**src/rtl/ssu_pkg.sv**
```systemverilog
package ssu_pkg;
  typedef enum logic [1:0] {
    EV_NONE   = 2'd0,
    EV_COMMIT = 2'd1,
    EV_ABORT  = 2'd2
  } ssu_ev_e;

  // abort takes priority over a simultaneous commit
  function automatic ssu_ev_e resolve_ev(input logic c, input logic a);
    if (a) return EV_ABORT;
    if (c) return EV_COMMIT;
    return EV_NONE;
  endfunction
endpackage

```
**src/rtl/ssu_regfile.sv**
```systemverilog
module ssu_regfile
  import ssu_pkg::*;
#(
  parameter int NREG = 8,
  parameter int DW   = 32,
  localparam int IW  = $clog2(NREG)
) (
  input  logic          clk,
  input  logic          rst,
  input  ssu_ev_e       ev,
  input  logic          wr_en,
  input  logic [IW-1:0] wr_idx,
  input  logic [DW-1:0] wr_data,
  input  logic [IW-1:0] rd_idx,
  output logic [DW-1:0] rd_data
);
  logic [DW-1:0] work [NREG];
  logic [DW-1:0] comm [NREG];

  always_ff @(posedge clk) begin
    if (rst) begin
      for (int i = 0; i < NREG; i++) begin
        work[i] <= '0;
        comm[i] <= '0;
      end
    end else begin
      for (int i = 0; i < NREG; i++) begin
        if (ev == EV_ABORT) work[i] <= comm[i];
        else if (wr_en && wr_idx == IW'(i)) work[i] <= wr_data;
        if (ev == EV_COMMIT) comm[i] <= work[i];
      end
    end
  end

  always_ff @(posedge clk) begin
    if (rst) rd_data <= '0;
    else     rd_data <= work[rd_idx];
  end
endmodule

```
**src/rtl/ssu_store_queue.sv**
```systemverilog
module ssu_store_queue
  import ssu_pkg::*;
#(
  parameter int DEPTH = 4,
  parameter int AW    = 16,
  parameter int DW    = 32,
  localparam int IW   = $clog2(DEPTH),
  localparam int PW   = IW + 1
) (
  input  logic          clk,
  input  logic          rst,
  input  ssu_ev_e       ev,
  input  logic          st_valid,
  input  logic [AW-1:0] st_addr,
  input  logic [DW-1:0] st_data,
  output logic          st_stall,
  input  logic [AW-1:0] ld_addr,
  output logic          ld_hit,
  output logic [DW-1:0] ld_data,
  output logic          mem_wr_valid,
  output logic [AW-1:0] mem_wr_addr,
  output logic [DW-1:0] mem_wr_data,
  output logic [PW-1:0] n_total,
  output logic [PW-1:0] n_commit
);
  logic [AW-1:0] addr_q [DEPTH];
  logic [DW-1:0] data_q [DEPTH];
  logic [PW-1:0] head, gate, tail;
  logic          full, push, pop;
  logic          fw_hit;
  logic [DW-1:0] fw_data;

  assign n_total  = tail - head;
  assign n_commit = gate - head;
  assign full     = (n_total == PW'(DEPTH));
  assign st_stall = full;
  assign push     = st_valid && !full && (ev != EV_ABORT);
  assign pop      = (head != gate);

  // storage: no reset, single write port
  always_ff @(posedge clk) begin
    if (push) begin
      addr_q[tail[IW-1:0]] <= st_addr;
      data_q[tail[IW-1:0]] <= st_data;
    end
  end

  always_ff @(posedge clk) begin
    if (rst) begin
      head <= '0;
      gate <= '0;
      tail <= '0;
    end else begin
      head <= head + PW'(pop);
      if (ev == EV_ABORT) tail <= gate;
      else                tail <= tail + PW'(push);
      if (ev == EV_COMMIT) gate <= tail;
    end
  end

  always_ff @(posedge clk) begin
    if (rst) begin
      mem_wr_valid <= 1'b0;
      mem_wr_addr  <= '0;
      mem_wr_data  <= '0;
    end else begin
      mem_wr_valid <= pop;
      mem_wr_addr  <= addr_q[head[IW-1:0]];
      mem_wr_data  <= data_q[head[IW-1:0]];
    end
  end

  // oldest to youngest scan; a later match overrides an earlier one
  always_comb begin
    fw_hit  = 1'b0;
    fw_data = '0;
    for (int i = 0; i < DEPTH; i++) begin
      logic [PW-1:0] p;
      p = head + PW'(i);
      if (PW'(i) < n_total && addr_q[p[IW-1:0]] == ld_addr) begin
        fw_hit  = 1'b1;
        fw_data = data_q[p[IW-1:0]];
      end
    end
  end

  always_ff @(posedge clk) begin
    if (rst) begin
      ld_hit  <= 1'b0;
      ld_data <= '0;
    end else begin
      ld_hit  <= fw_hit;
      ld_data <= fw_data;
    end
  end
endmodule

```
**src/rtl/spec_state_unit.sv**
```systemverilog
module spec_state_unit
  import ssu_pkg::*;
#(
  parameter int NREG     = 8,
  parameter int DW       = 32,
  parameter int AW       = 16,
  parameter int SB_DEPTH = 4,
  localparam int IW      = $clog2(NREG),
  localparam int PW      = $clog2(SB_DEPTH) + 1
) (
  input  logic          clk,
  input  logic          rst,
  input  logic          commit,
  input  logic          abort,
  input  logic          wr_en,
  input  logic [IW-1:0] wr_idx,
  input  logic [DW-1:0] wr_data,
  input  logic [IW-1:0] rd_idx,
  output logic [DW-1:0] rd_data,
  input  logic          xr_we,
  input  logic [DW-1:0] xr_wdata,
  output logic [DW-1:0] xr_q,
  input  logic          st_valid,
  input  logic [AW-1:0] st_addr,
  input  logic [DW-1:0] st_data,
  output logic          st_stall,
  input  logic [AW-1:0] ld_addr,
  output logic          ld_hit,
  output logic [DW-1:0] ld_data,
  output logic          mem_wr_valid,
  output logic [AW-1:0] mem_wr_addr,
  output logic [DW-1:0] mem_wr_data
);
  ssu_ev_e       ev;
  logic [PW-1:0] n_total;
  logic [PW-1:0] n_commit;

  assign ev = resolve_ev(commit, abort);

  ssu_regfile #(.NREG(NREG), .DW(DW)) u_rf (
    .clk(clk), .rst(rst), .ev(ev),
    .wr_en(wr_en), .wr_idx(wr_idx), .wr_data(wr_data),
    .rd_idx(rd_idx), .rd_data(rd_data)
  );

  ssu_store_queue #(.DEPTH(SB_DEPTH), .AW(AW), .DW(DW)) u_sq (
    .clk(clk), .rst(rst), .ev(ev),
    .st_valid(st_valid), .st_addr(st_addr), .st_data(st_data),
    .st_stall(st_stall),
    .ld_addr(ld_addr), .ld_hit(ld_hit), .ld_data(ld_data),
    .mem_wr_valid(mem_wr_valid), .mem_wr_addr(mem_wr_addr),
    .mem_wr_data(mem_wr_data),
    .n_total(n_total), .n_commit(n_commit)
  );

  // unshadowed register: never rolled back
  always_ff @(posedge clk) begin
    if (rst)        xr_q <= '0;
    else if (xr_we) xr_q <= xr_wdata;
  end
endmodule

```
**config.mk**
```make
export PLATFORM = sky130hd
export DESIGN_NAME = spec_state_unit
export DESIGN_NICKNAME = d
export VERILOG_FILES = /design/src/rtl/ssu_pkg.sv /design/src/rtl/ssu_regfile.sv /design/src/rtl/ssu_store_queue.sv /design/src/rtl/spec_state_unit.sv
export SDC_FILE = /design/constraint.sdc
export NUM_CORES = 1
export LEC_CHECK = 0
export BUFFER_PORTS_ARGS = -buffer_cell sky130_fd_sc_hd__buf_2
export CORE_MARGIN = 10
export CORE_UTILIZATION = 55
export DETAILED_ROUTE_END_ITERATION = 7
export GPL_ROUTABILITY_DRIVEN = 0
export PLACE_DENSITY = 0.77
export SLEW_MARGIN = 20
export SYNTH_ARGS = -nofsm -noshare
export SYNTH_HDL_FRONTEND = slang
export SYNTH_SLANG_ARGS = --single-unit
```
**constraint.sdc**
```tcl
create_clock -name clk -period 7.1 [get_ports clk]
set_input_delay 1.065 -clock clk [delete_from_list [all_inputs] [get_ports clk]]
set_output_delay 1.065 -clock clk [all_outputs]
set_load 0.005 [all_outputs]
```
== After elaboration in Yosys (flattened, before gate mapping) ==
Memories as Yosys holds them, arrays and structs flattened. A register that Yosys moved wholly into a read port is not among the register bits.
Index checks and enable logic that the tools add are counted.

* Add/sub/neg operators: 6
* Magnitude comparators: 4
* Eq/ne operators: 16
* Multiplexer cells: 84
* Bitwise gates (word level): 24
* Reductions and logical operators: 16

{| class="wikitable"
|+ Operators with widths
! cell !! count
|-
| $mux 32 || 28
|-
| $eq 16x16->1 || 4
|-
| $mux 1 || 49
|-
| $or 1x1->1 || 24
|-
| $eq 3x3->1 const B || 5
|-
| $logic_and 1x1->1 || 14
|-
| $mux 2 || 6
|-
| $add 3x1->3 || 2
|-
| $eq 3x2->1 const B || 2
|-
| $lt 1x3->1 const A || 2
|-
| $lt 2x3->1 const A || 2
|-
| $add 2x2->2 const B || 2
|-
| $eq 3x1->1 const B || 1
|-
| $logic_not 3->1 || 1
|-
| $mux 3 || 1
|-
| $ne 3x3->1 || 1
|-
| $sub 3x3->3 || 1
|-
| $add 2x1->2 const B || 1
|-
| $eq 2x1->1 const B || 1
|-
| $eq 2x2->1 const B || 1
|-
| $ne 2x2->1 const B || 1
|-
| $logic_not 1->1 || 1
|}

* Register bits: 123
* RAM bits: 704
* Input bits: 141
* Output and inout port bits: 147
* Word-level logic and storage cells: 163
* Memories: 4

{| class="wikitable"
|+ Memory list
! memory !! depth !! bits a word !! read ports !! clocked after memory_dff !! wr ports !! line !! text
|-
| u_rf.comm || 8 || 32 || 8 || 0 || 8 || ssu_regfile.sv:18 || <nowiki>logic [DW-1:0] comm [NREG];</nowiki>
|-
| u_rf.work || 8 || 32 || 9 || 1 || 8 || ssu_regfile.sv:17 || <nowiki>logic [DW-1:0] work [NREG];</nowiki>
|-
| u_sq.data_q || 4 || 32 || 4 || 1 || 1 || ssu_store_queue.sv:27 || <nowiki>logic [DW-1:0] data_q [DEPTH];</nowiki>
|-
| u_sq.addr_q || 4 || 16 || 4 || 1 || 1 || ssu_store_queue.sv:26 || <nowiki>logic [AW-1:0] addr_q [DEPTH];</nowiki>
|}

== Logic depth before layout (Yosys ltp) ==
* Word-level depth: 10
* Mapped depth: 13
* Gate-level depth less buffers: 12

== Cells and area by module ==
A second synthesis with hierarchy kept.

* Cells, all modules: 2,619
* Area total of the unflattened synthesis: 39,120.0 sq um

{| class="wikitable"
|+ Modules (own cells, without submodules)
! module !! instances !! cells each !! area each (sq um) !! seq. area each (sq um)
|-
| ssu_regfile || 1 || 1,414 || 23,341.1 || 16,015.4
|-
| ssu_store_queue || 1 || 1,101 || 14,609.0 || 7,587.3
|-
| spec_state_unit || 1 || 104 || 1,169.9 || 640.6
|}

== Worst setup path after synthesis ==
No wires, ideal clock.

* Kind: input -> register
* Start point: input rst
* End point: memory u_rf.comm[0][0] (enable)
* Setup time: 606 ps
* Data arrival time: 6,635 ps
* Required time: 6,494 ps
* Slack: -141 ps
* Cell stages on the path: 4
* Buffers on the path: 2
* Path through: clkbuf_1 -> clkbuf_1 -> a21oi_1 -> inv_1

{| class="wikitable"
|+ RTL lines
! element !! line !! text
|-
| start, declared || spec_state_unit.sv:12 || <nowiki>input logic rst,</nowiki>
|-
| end, declared || ssu_regfile.sv:18 ||
|}

== Worst setup path after layout ==
* Start point: register u_sq.head[0]
* End point: register u_sq.ld_data[0]

* Longest elaborated chain between the ends: 7
* Elaborated cells between the ends (all ways): 21
* Classes of those cells: add/sub: 4; order compare: 4; eq/ne: 3; mux: 4; reduce/logical: 4; memory: 2

{| class="wikitable"
|+ RTL lines
! element !! line !! text
|-
| start, declared || ssu_store_queue.sv:28 || <nowiki>logic [PW-1:0] head, gate, tail;</nowiki>
|-
| start signal, assigned || ssu_store_queue.sv:54 || <nowiki>head <= head + PW'(pop);</nowiki>
|-
| $add 2x1->2 / $sub 3x3->3 (equally long branches) || ssu_store_queue.sv:79, ssu_store_queue.sv:33 ||
|-
| $mem_v2 4x16 / $lt 1x3->1 (equally long branches) || n/a ||
|-
| $eq 16x16->1 / $logic_and 1x1->1 (equally long branches) || ssu_store_queue.sv:80 || <nowiki>if (PW'(i) < n_total && addr_q[p[IW-1:0]] == ld_addr) begin</nowiki>
|-
| $logic_and 1x1->1 / $mux 32 (equally long branches) || ssu_store_queue.sv:80 ||
|-
| $mux 32 (2 in series) || ssu_store_queue.sv:80 ||
|-
| $mux 32 (*) || ssu_store_queue.sv:80 ||
|-
| end signal, assigned || ssu_store_queue.sv:93 || <nowiki>ld_data <= fw_data;</nowiki>
|-
| end, declared || ssu_store_queue.sv:19 || <nowiki>output logic [DW-1:0] ld_data,</nowiki>
|}

Every way passes the cells marked *; elsewhere a longest branch is shown, timed or not.
A chain may end at the register's enable or synchronous reset.

==> flow_summary.json <==
{
  "min_from": "xr_q[6]$_SDFFE_PP0P_",
  "drive_gt1_frac": 0.232,
  "grt.overflow.total": 0,
  "synth.net_count": 2906,
  "rrSetupSlack_ns": 2.29,
  "antenna_found_initial": 19,
  "via_per_inst": 6.29,
  "cts.path.max_buffers": 3,
  "holdBufCountCts": 0,
  "synth_warnings": 0,
  "dr_total_vias": 24800,
  "post-route-period-util": 0.678,
  "r2r_end": "u_sq.ld_data[0]$_SDFF_PP0_",
  "drc_errors": 0,
  "die_y_um": 285,
  "cts_inserted_buffers": 89,
  "intPower_mw": 9.19,
  "finalHoldViolCount": 0,
  "worst_slew_pin_slew_ns": 1.14,
  "htreeDepth": 3,
  "cts_setup_buffers": 0,
  "synth_flop_cell": "edfxtp_1",
  "outcome": "complete, no violations",
  "path_max_fanout": 95,
  "hpwl_um": 59200,
  "syn_inst": 2759,
  "required_ns": 7.65,
  "rows": 97,
  "cts_resized": 0,
  "root_buffer": "clkbuf_16",
  "start_util": 0.553,
  "port_buffers": 287,
  "core_um2": 69900,
  "async_reset_ff_frac": 0,
  "path_class": "flip-flop to flip-flop",
  "layout_common_cells": "edfxtp_1 (704), buf_2 (285), and2_1 (226)",
  "final_common_cell": "edfxtp_1",
  "max_stage_delay_ns": 0.87,
  "wl_per_cell_um": 25.4,
  "dieArea_um2": 81300,
  "post-route-min-period_ns": 4.81,
  "cap_violations": 0,
  "min_path_type": "flip-flop to flip-flop",
  "path_buf_inv": 1,
  "postSynthAreaPerCell_um2": 14.0,
  "grt_usage": 0.241,
  "end_kind": "flip-flop",
  "fin_setup_tns_ns": 0,
  "seq_area_frac_synth": 0.627,
  "cp_slowest_cell": "buf_4",
  "ff2ff_path_depth": 8,
  "layout.nets": 3073,
  "critPathTopFamily": "simple AND/OR/NAND/NOR gates",
  "rsz0062_at_grt": "false",
  "power.leakage_nw": 15.9,
  "seqPwrFrac": 0.493,
  "preCtsSetupSlack_ns": 1.52,
  "synth.cell_area_um2": 38600,
  "min_path_cells": 2,
  "cts_tree": "done",
  "combPwrFrac": 0.116,
  "cts_sinks": 859,
  "finClkSkew_ns": 0.0375,
  "grt_pass1_vias": 25500,
  "slew-limit-headroom": 0.235,
  "p_sw_mw": 2.98,
  "ys_ff_latch": 859,
  "irDropWorstVdd_uv": 237,
  "num_io_pins": 288,
  "min_to": "xr_q[6]$_SDFFE_PP0P_",
  "synth_edf_count": 704,
  "power_frac_clock": 0.392,
  "fin_ws_ns": 2.29,
  "first_pass_iters": 6,
  "switching_share": 0.245,
  "grt_first_pass_wirelength_um": 153000,
  "timing.fmax_mhz": 208,
  "clock_latency_ns": 0.65,
  "wl_um": 100000,
  "synth.distinct_cells": 61,
  "grt_max_degree": 196,
  "setup_violations": 0,
  "antenna_left": 0,
  "r2r_start": "u_sq.head[0]$_SDFF_PP0_",
  "pwr_density_cell_nw_per_um2": 279,
  "clk_pin_slew_ns": 0.06,
  "worst_setup_path_start_kind": "flip-flop",
  "die_w_um": 285,
  "crit_chain": "buf_4 -> mux4_2 -> xnor2_1 -> nand4_1 -> or4_4 -> a2111oi_0 -> a211oi_1 -> o32ai_1",
  "syn_to_final_growth_pct": 12.8,
  "drv_slew": 0,
  "arrival_ns": 5.36,
  "drtIter0Drc": 2593
}
-- sequential cells by signal, indices dropped and copies added, names as in the netlist, 3 cells and up --
name / cells
u_rf.comm: 256
u_rf.rd_data: 32
u_rf.work: 256
u_sq.addr_q: 64
u_sq.data_q: 128
u_sq.gate: 3
u_sq.head: 3
u_sq.ld_data: 32
u_sq.mem_wr_addr: 16
u_sq.mem_wr_data: 32
u_sq.tail: 3
xr_q: 32
-- worst reg2reg max path, delay by kind of cell (launching register included) --
family	cells	cell delay, ns
xor+xnor	1	0.31
simple gates	2	1.08
flops	1	0.80
buf+inv	1	0.89
compound gates	3	0.96
mux	1	0.70
-- cells by family after synthesis --
family	synth area share
DFF	0.627
and+or+nand+nor	0.0969
AOI/OAI and AO/OA	0.104
muxes	0.124
buffers and inverters	0.0305
xor gates and xnor gates	0.0159
adders and majority gates	0.00214
-- stage by stage --
stage / util / total power, mW / hold slack [ns] / std cells / area [um^2]
after CTS: 0.623 / 12.2 / 0.494 / 3938 / 43600
after detailed placement: 0.581 / 7.49 / 0.478 / 3775 / 40600
after floorplan: - / 7.02 / 0.458 / 2759 / 38700
after global routing: 0.623 / 12.6 / 0.517 / 3944 / 43600
after global placement: 0.580 / 7.43 / 0.470 / 3774 / 40600
final: 0.624 / 12.2 / 0.491 / 3947 / 43600
-- synthesized netlist by cell type, types with 27 or more instances --
library cell | instances | share of area
edfxtp_1 | 704 | 0.55
a211oi_1 | 36 | 0.0070
a22o_1 | 196 | 0.044
mux2_2 | 39 | 0.011
mux4_2 | 108 | 0.063
buf_1 | 27 | 0.0026
a21oi_1 | 163 | 0.021
clkbuf_1 | 149 | 0.014
and2_1 | 226 | 0.037
nor2_1 | 147 | 0.014
nand2_1 | 203 | 0.020
a2111oi_2 | 30 | 0.012
o32ai_2 | 29 | 0.012
mux2i_1 | 191 | 0.049
xnor2_1 | 50 | 0.011
dfxtp_1 | 155 | 0.080
clkbuf_2 | 31 | 0.0040
nor2b_1 | 114 | 0.018
-- power groups by stage --
stage | Sequential [mW] | Clock, mW | Combinational [mW]
2_1_floorplan | 6.04 | 0 | 0.978
3_3_place_gp | 6.08 | 0 | 1.35
3_5_place_dp | 6.09 | 0 | 1.40
4_1_cts | 6.00 | 4.82 | 1.41
5_1_grt | 6.03 | 5.02 | 1.52
6_report | 6.00 | 4.77 | 1.41
-- per-layer routing --
layer | routed length, um | up-vias | global-route usage
li1 | - | 10700 | -
met1 | 38000 | 12600 | 0.300
met2 | 50200 | 1241 | 0.408
met3 | 8560 | 206 | 0.0523
met4 | 3410 | 18 | 0.0921
met5 | 122 | - | 0
-- layout make-up --
type                            instances  area [um^2]
Antenna cell                            9         22.5
Clock buffer                          114         2390
Timing Repair Buffer                  325         1780
Sequential cell                       859        24300
Multi-Input combinational cell       1641        13400
Clock inverter                         49          569
Inverter                               10         41.3
Fill cell                            5092        26300
Tap cell                              940         1180
-- how the worst max path moves through the flow --
stage | start | to | slack [ns] | cells after the start
final | u_sq.head[0]$_SDFF_PP0_ | u_sq.ld_data[0]$_SDFF_PP0_ | 2.29 | 8
after global routing | u_sq.head[0]$_SDFF_PP0_ | u_sq.ld_data[0]$_SDFF_PP0_ | 2.15 | 8
after CTS | rst | u_rf.work[2][26]$_SDFFCE_PN0P_ | 2.15 | 5
after detailed placement | rst | u_rf.work[2][13]$_SDFFCE_PN0P_ | 1.52 | 5
after global placement | rst | u_rf.work[2][13]$_SDFFCE_PN0P_ | 1.72 | 5
after floorplan | rst | u_rf.comm[0][0]$_SDFFCE_PN0P_ | 1.01 | 4
Note: power is estimated with default switching activity, not from simulation.
